## src/rtl/ctr_timer_pkg.sv

```systemverilog
package ctr_timer_pkg;

    typedef enum logic {
        MODE_COUNT = 1'b0,
        MODE_TIMER = 1'b1
    } ctr_mode_e;

    typedef struct packed {
        logic      load;      // reload count from preset
        logic      clr_flag;  // clear ready flag
        logic      halt;      // stop counting (counting mode only)
        ctr_mode_e eff_mode;  // mode that governs this cycle
    } ctr_ctl_t;

endpackage

```

## src/rtl/ctr_cmd_decode.sv

```systemverilog
module ctr_cmd_decode
    import ctr_timer_pkg::*;
(
    input  logic      start,
    input  logic      stop,
    input  ctr_mode_e mode_in,
    input  ctr_mode_e mode_q,
    output ctr_ctl_t  ctl
);
    always_comb begin
        ctl.eff_mode = start ? mode_in : mode_q;
        ctl.load     = start;
        ctl.clr_flag = start | stop;
        ctl.halt     = stop & (ctl.eff_mode == MODE_COUNT);
    end
endmodule

```

## src/rtl/ctr_down_core.sv

```systemverilog
module ctr_down_core #(
    parameter int W = 16
) (
    input  logic [W-1:0] count_q,
    input  logic [W-1:0] preset,
    input  logic         load,
    input  logic         step,
    input  logic         reload_on_tc,
    output logic [W-1:0] count_d,
    output logic         tc
);
    localparam logic [W-1:0] ZERO = '0;
    localparam logic [W-1:0] ONE  = W'(1);

    always_comb begin
        tc      = step & (count_q == ZERO);
        count_d = count_q;
        if (load) begin
            count_d = preset;
        end else if (tc) begin
            count_d = reload_on_tc ? preset : ZERO;
        end else if (step) begin
            count_d = count_q - ONE;
        end
    end
endmodule

```

## src/rtl/ctr_wave_gen.sv

```systemverilog
module ctr_wave_gen (
    input  logic load,
    input  logic tc,
    input  logic is_timer,
    input  logic sq_q,
    input  logic phase_q,
    output logic sq_d,
    output logic phase_d,
    output logic period_done
);
    logic wrap;

    always_comb begin
        wrap        = tc & is_timer;
        period_done = wrap & phase_q;
        sq_d        = sq_q;
        phase_d     = phase_q;
        if (load) begin
            sq_d    = 1'b0;
            phase_d = 1'b0;
        end else if (wrap) begin
            sq_d    = ~sq_q;
            phase_d = ~phase_q;
        end
    end
endmodule

```

## src/rtl/ctr_timer_ready.sv

```systemverilog
module ctr_timer_ready
    import ctr_timer_pkg::*;
#(
    parameter int CNT_W   = 16,
    parameter int STAT_W  = 8,
    parameter int RDY_POS = 3
) (
    input  logic              clk,
    input  logic              rst_n,
    input  logic              cnt_en,
    input  logic              mode_sel,
    input  logic [CNT_W-1:0]  preset,
    input  logic              start,
    input  logic              stop,
    output logic [CNT_W-1:0]  count,
    output logic              ready,
    output logic              sq_out,
    output logic [STAT_W-1:0] irq_status
);
    typedef struct packed {
        logic [CNT_W-1:0] count;
        logic             running;
        logic             ready;
        logic             sq;
        logic             phase;
        ctr_mode_e        mode;
    } state_t;

    state_t   st_d, st_q;
    ctr_ctl_t ctl;
    ctr_mode_e mode_in;

    logic [CNT_W-1:0] core_count_d;
    logic             tc;
    logic             step;
    logic             sq_n, phase_n, period_done;
    logic             mode_lat, run_lat;

    assign mode_in = ctr_mode_e'(mode_sel);
    assign step    = cnt_en & st_q.running & ~start;

    ctr_cmd_decode u_cmd (
        .start   (start),
        .stop    (stop),
        .mode_in (mode_in),
        .mode_q  (st_q.mode),
        .ctl     (ctl)
    );

    ctr_down_core #(.W(CNT_W)) u_core (
        .count_q      (st_q.count),
        .preset       (preset),
        .load         (ctl.load),
        .step         (step),
        .reload_on_tc (st_q.mode == MODE_TIMER),
        .count_d      (core_count_d),
        .tc           (tc)
    );

    ctr_wave_gen u_wave (
        .load        (ctl.load),
        .tc          (tc),
        .is_timer    (st_q.mode == MODE_TIMER),
        .sq_q        (st_q.sq),
        .phase_q     (st_q.phase),
        .sq_d        (sq_n),
        .phase_d     (phase_n),
        .period_done (period_done)
    );

    always_comb begin
        logic flag_set;
        st_d       = st_q;
        st_d.count = core_count_d;
        st_d.sq    = sq_n;
        st_d.phase = phase_n;
        st_d.mode  = ctl.eff_mode;

        flag_set = (st_q.mode == MODE_COUNT) ? tc : period_done;

        if (ctl.load) begin
            st_d.running = ~ctl.halt;
        end else if (ctl.halt) begin
            st_d.running = 1'b0;
        end else if (tc && st_q.mode == MODE_COUNT) begin
            st_d.running = 1'b0;
        end

        if (ctl.clr_flag) begin
            st_d.ready = 1'b0;
        end else if (flag_set) begin
            st_d.ready = 1'b1;
        end
    end

    always_ff @(posedge clk) begin
        if (!rst_n) begin
            st_q <= '{count: '0, running: 1'b0, ready: 1'b0,
                      sq: 1'b0, phase: 1'b0, mode: MODE_COUNT};
        end else begin
            st_q <= st_d;
        end
    end

    assign count    = st_q.count;
    assign ready    = st_q.ready;
    assign sq_out   = st_q.sq;
    assign mode_lat = st_q.mode;
    assign run_lat  = st_q.running;

    for (genvar b = 0; b < STAT_W; b++) begin : g_stat
        if (b == RDY_POS) begin : g_rdy
            assign irq_status[b] = st_q.ready;
        end else begin : g_zero
            assign irq_status[b] = 1'b0;
        end
    end
endmodule

```

## config.mk

```make
export PLATFORM = sky130hd
export DESIGN_NAME = ctr_timer_ready
export DESIGN_NICKNAME = d
export VERILOG_FILES = /design/src/rtl/ctr_timer_pkg.sv /design/src/rtl/ctr_cmd_decode.sv /design/src/rtl/ctr_down_core.sv /design/src/rtl/ctr_wave_gen.sv /design/src/rtl/ctr_timer_ready.sv
export SDC_FILE = /design/constraint.sdc
export NUM_CORES = 1
export LEC_CHECK = 0
export BUFFER_PORTS_ARGS = -buffer_cell sky130_fd_sc_hd__buf_2
export CORE_ASPECT_RATIO = 1.1
export CORE_MARGIN = 1.5
export CORE_UTILIZATION = 45
export DETAILED_ROUTE_END_ITERATION = 16
export HOLD_SLACK_MARGIN = 0.02
export PLACE_DENSITY = 0.86
export SKIP_CTS_REPAIR_TIMING = 1
export SYNTH_ARGS = -nofsm -noshare
export SYNTH_HDL_FRONTEND = slang
export SYNTH_HIERARCHICAL = 1
export SYNTH_SLANG_ARGS = --single-unit
```

## constraint.sdc

```tcl
create_clock -name clk -period 2.3 [get_ports clk]
set_input_delay 0.23 -clock clk [delete_from_list [all_inputs] [get_ports clk]]
set_output_delay 0.23 -clock clk [all_outputs]
set_load 0.005 [all_outputs]
```

Word level (Yosys, flattened, before mapping)
Cells that the tools add are included.

Add/subtract/negate cells: 1. Multiplexer cells: 9. Bitwise logic cells: 14. Reduce and logical (&&, ||, !) cells: 6.

Operators with widths (count): two-way mux 16 bit (4); zero test 16 bit (1); subtractor 16 x 1 -> 16 bit (second input constant) (1); inverter 1 bit (7); AND 1 bit (6); nonzero test 3 bit (2); two-way mux 1 bit (5); OR reduction 2 bit (2); logical AND 1 bit (1); OR 1 bit (1).

Bits in registers: 21. Bits of input ports: 22. Output and inout port bits: 26. Logic and storage cells: 36.

Depth between registers and ports, before layout
Depth after elaboration: 7. Gate-level depth with buffers: 9. Mapped depth without buffers: 9.

Cells and area by module
The synthesis kept the hierarchy.

Modules (own cells, without submodules): ctr_timer_ready (times used 1, cells each 75, area each 794.5 um2, sequential area each 420.4 um2); ctr_down_core (times used 1, cells each 82, area each 524.3 um2, sequential area each 0.0 um2); ctr_wave_gen (times used 1, cells each 6, area each 51.3 um2, sequential area each 0.0 um2); ctr_cmd_decode (times used 1, cells each 5, area each 38.8 um2, sequential area each 0.0 um2).

Least setup slack after synthesis
OpenSTA, ideal clock, no wires.

Kind: register to register. Start point: register st_q (netlist bit run_lat). End point: register st_q[1] in the netlist's numbering. Library setup time: 0.115 ns. Arrival time: 2.141 ns. Slack: 0.044 ns. Cell stages (with the launch flop): 10. Buffers on the path: 0. Period minus slack after synthesis: 2.256 ns. Cell sequence: dfxtp_1 -> nand2_1 -> nor2_1 -> and4bb_2 -> nand3_1 -> nor3_1 -> and2_4 -> ha_1 -> and2b_1 -> and2_1.

Longest elaborated chain between the ends: 4.

RTL lines: start, declared (RTL line ctr_timer_ready.sv:29) `state_t st_d, st_q;`; start signal, assigned (RTL line ctr_timer_ready.sv:98) `st_q <= '{count: '0, running: 1'b0, ready: 1'b0,`; start signal, assigned (RTL line ctr_timer_ready.sv:101) `st_q <= st_d;`; AND 1 bit (2 in a row) (RTL line ctr_timer_ready.sv:40) `assign step = cnt_en & st_q.running & ~start;`; net step (RTL line ctr_timer_ready.sv:35) `logic step;`; AND 1 bit (RTL line ctr_down_core.sv:16) `tc = step & (count_q == ZERO);`; net tc (RTL line ctr_timer_ready.sv:34) `logic tc;`; AND 1 bit (RTL line ctr_wave_gen.sv:14) `wrap = tc & is_timer;`.

The timed path passes the listed nets, and every way through them passes these cells. A chain may end at the register's enable or synchronous reset.

Worst setup path after layout
Start point: register st_q (netlist bit count[4]). End point: register st_q[1] in the netlist's numbering.

Longest elaborated chain between the ends: 3.

RTL lines (RTL line): zero test 16 bit (ctr_down_core.sv:16); AND 1 bit (ctr_down_core.sv:16); net tc (ctr_timer_ready.sv:34); AND 1 bit (ctr_wave_gen.sv:14).

The timed path passes the listed nets, and every way through them passes these cells.

==> flow_summary.ini <==
[yosys]
ys.warnings.count = 6
synthTopCellsByCount = buf_4 (26), dfxtp_1 (21), nand2_1 (21)
postSynth.asyncResetShare_pct = 0
yosysUniqueCellTypes = 39
synth_top_area_share_pct = 29.84
synth.area.top_cells = dfxtp_1 (30%), buf_4 (14%), and2_1 (8.4%)
synth_top_area_cell = dfxtp_1
synth_fa_ha_area_share_pct = 1.776
synth-main-ff-cell = dfxtp_1
ys_seq_area_share_pct = 29.84
synth_top_family_by_area = simple AND/OR/NAND/NOR gates
yosys.area_share.simple_pct = 30.37
synth.most_common_cell = buf_4
synthMuxAreaShare_pct = 2.664
syn_area_sq_um = 1409
ys_seq_elements = 21
synth_xor_area_share_pct = 8.703
synth_edf_count = 0
synth.avg_cell_area_sq_um = 8.386
netlist_instances = 168
synth_compound_area_share_pct = 10.12

[power]
seqPwrFrac_pct = 55.4
vdd_drop_max_v = 0.0002471
p_clk_share_pct = 24.8
p_leak_nw = 0.7195
internal-power_uw = 528.0
swShare_pct = 27.96
power_density_nw_per_um2 = 474.0
power.switching_uw = 205.0
p_comb_share_pct = 19.9

[grt]
grt_pass1_vias = 1007
antenna_found_initial = 0
grt_max_degree = 22
overflow = 0
grt_util_all_layers_pct = 16.47
grt_pass1_wl_um = 4498

[place]
gp_congestion = 0.7887
dp.cells = 226
dpl.hpwl_um = 2005
port_buffers = 40

[route]
ant_nets = 0
wl_um = 2668
drc_errors = 0
top_layer_used = met4
wl_met3_um = 106
met2_length_um = 1337
drt_iter0_drc = 19
num_vias = 1090
routedWlPerCell_um = 11.60
vias_per_cell = 4.739
wl_met1_um = 1197
dr.pass1.iters = 4

[clocking]
root_buffer = clkbuf_4
path_clk_slew_ps = 120
cts_tree = yes
cts_sinks = 21
numCtsBuffers = 3
clock_path_buffers = 2
clock_latency_ps = 300
htreeDepth = 1

[worst_setup_path]
endpoint_kind = flip-flop
cp-startpoint = count[4]
criticalPathCategory = flip-flop to flip-flop
critPathRequiredTime_ps = 2510
crit_arrival_ps = 2390
start_kind = flip-flop
r2r_slack_ps = 130
crit_fanout = 5
reg2reg_depth = 8
worst_r2r_endpoint = st_q[1]
reg2reg_from = count[4]

[timing]
drv_slew = 0
fmax_ghz = 0.4603
rsz0062_at_grt = no
hold_viol = 0
fin_crit_sh_pct = 94.46
finalSetupTns_ps = 0
finalClockSkew_ps = 2.289
fin_crit_ps = 2173
setup_viol = 0

[min_path]
hold_path_class = input port to flip-flop
hold_depth = 4
hold_end = count[9]
hold_path.startpoint = preset[9]

[layout]
drive_gt1_share_pct = 33.67
instances_no_fill = 230
diodes = 0
num-nets-final = 221
area_delta_synth_final_pct = 9.769
fillerInstances = 321
utilization_pct = 51.18
multi_input_area_sq_um = 782.0
seq_area_sq_um = 420.4

[status]
status = completed

[floorplanning]
coreArea_sq_um = 3022
pin_count = 48
floorplan.initialDensity_pct = 46.63
dieArea_sq_um = 3476
die_h_um = 61.69
num_rows = 21
die_w_um = 56.35

[job]
maxCapViolCount = 0
## power by group through the flow
stage / Sequential, mW / Combinational [mW] / Clock [mW]
after global placement: 0.413 / 0.141 / 0
final: 0.406 / 0.146 / 0.182
after CTS: 0.406 / 0.146 / 0.189
after floorplan: 0.409 / 0.125 / 0
after global routing: 0.410 / 0.164 / 0.204
after detailed placement: 0.414 / 0.145 / 0
## sequential cells by signal (all words and copies together), names as in the netlist
name and cells:
count 16, mode_lat 1, ready 1, run_lat 1, sq_out 1, st_q 1
## cell families (layout without fill, tap and decap cells)
| kind of cell | Yosys count | after routing |
|---|---|---|
| DFF | 21 | 21 |
| muxes | 3 | 3 |
| AOI/OAI and AO/OA | 21 | 21 |
| and+or+nand+nor | 72 | 72 |
| adders and majority gates | 2 | 2 |
| buffers and inverters | 34 | 56 |
| xor gates and xnor gates | 14 | 14 |
| other | 1 | 7 |
## layout by cell type (no fill, tap or decap), drive strengths merged, types with 2 or more instances in the layout
cell    synthesis  final
a21oi           3      3
and2           20     20
and2b           2      2
buf            27     47
clkbuf          2      4
conb            1      7
dfxtp          21     21
ha              2      2
inv             5      5
mux2            3      3
nand2          21     21
nand2b          2      2
nand3           2      2
nor2            8      8
nor3            4      4
nor3b           3      3
o21ai          15     15
or2             2      2
or3             2      2
or4             2      2
xnor2           6      6
xor2            8      8
## cell type report
| type | count | area share, % |
|---|---|---|
| Sequential cell | 21 | 27.18 |
| Multi-Input combinational cell | 119 | 50.57 |
| Timing Repair Buffer | 47 | 16.59 |
| Clock buffer | 4 | 1.699 |
| Tap cell | 34 | 2.751 |
| Inverter | 5 | 1.214 |
## critical path, stage by stage, from the launching register on
cell	delay (ps)
dfxtp_1	370
or3_4	400
or3_4	370
nor3_1	150
buf_4	160
and2_4	140
ha_1	210
and2b_1	150
and2_1	140
## metal layers
layer	vias to the layer above	GRT usage (%)
met5	-	0
li1	573	-
met3	4	2.521
met2	30	30.08
met4	0	6.122
met1	483	19.97
## metrics by stage
stage	setup slack [ps]	cell area (sq um)	total power [mW]	hold WS [ps]
floorplan	44.36	1431	0.5337	359.2
global placement	177.0	1516	0.5545	528.8
detailed placement	156.2	1516	0.5593	531.6
CTS	127.6	1543	0.7413	211.8
global route	2.529	1546	0.7777	218.4
finish	127.5	1546	0.7330	216.8
## worst max-delay path by stage
stage / to / slack, ps / cells past startpoint
2_1_floorplan: st_q[1] / 40 / 9
3_3_place_gp: st_q[1] / 180 / 8
3_5_place_dp: st_q[1] / 160 / 8
4_1_cts: st_q[1] / 130 / 8
5_1_grt: count[10] / 3 / 10
6_report: st_q[1] / 130 / 8
No activity file was read; power rests on OpenSTA's default activity.
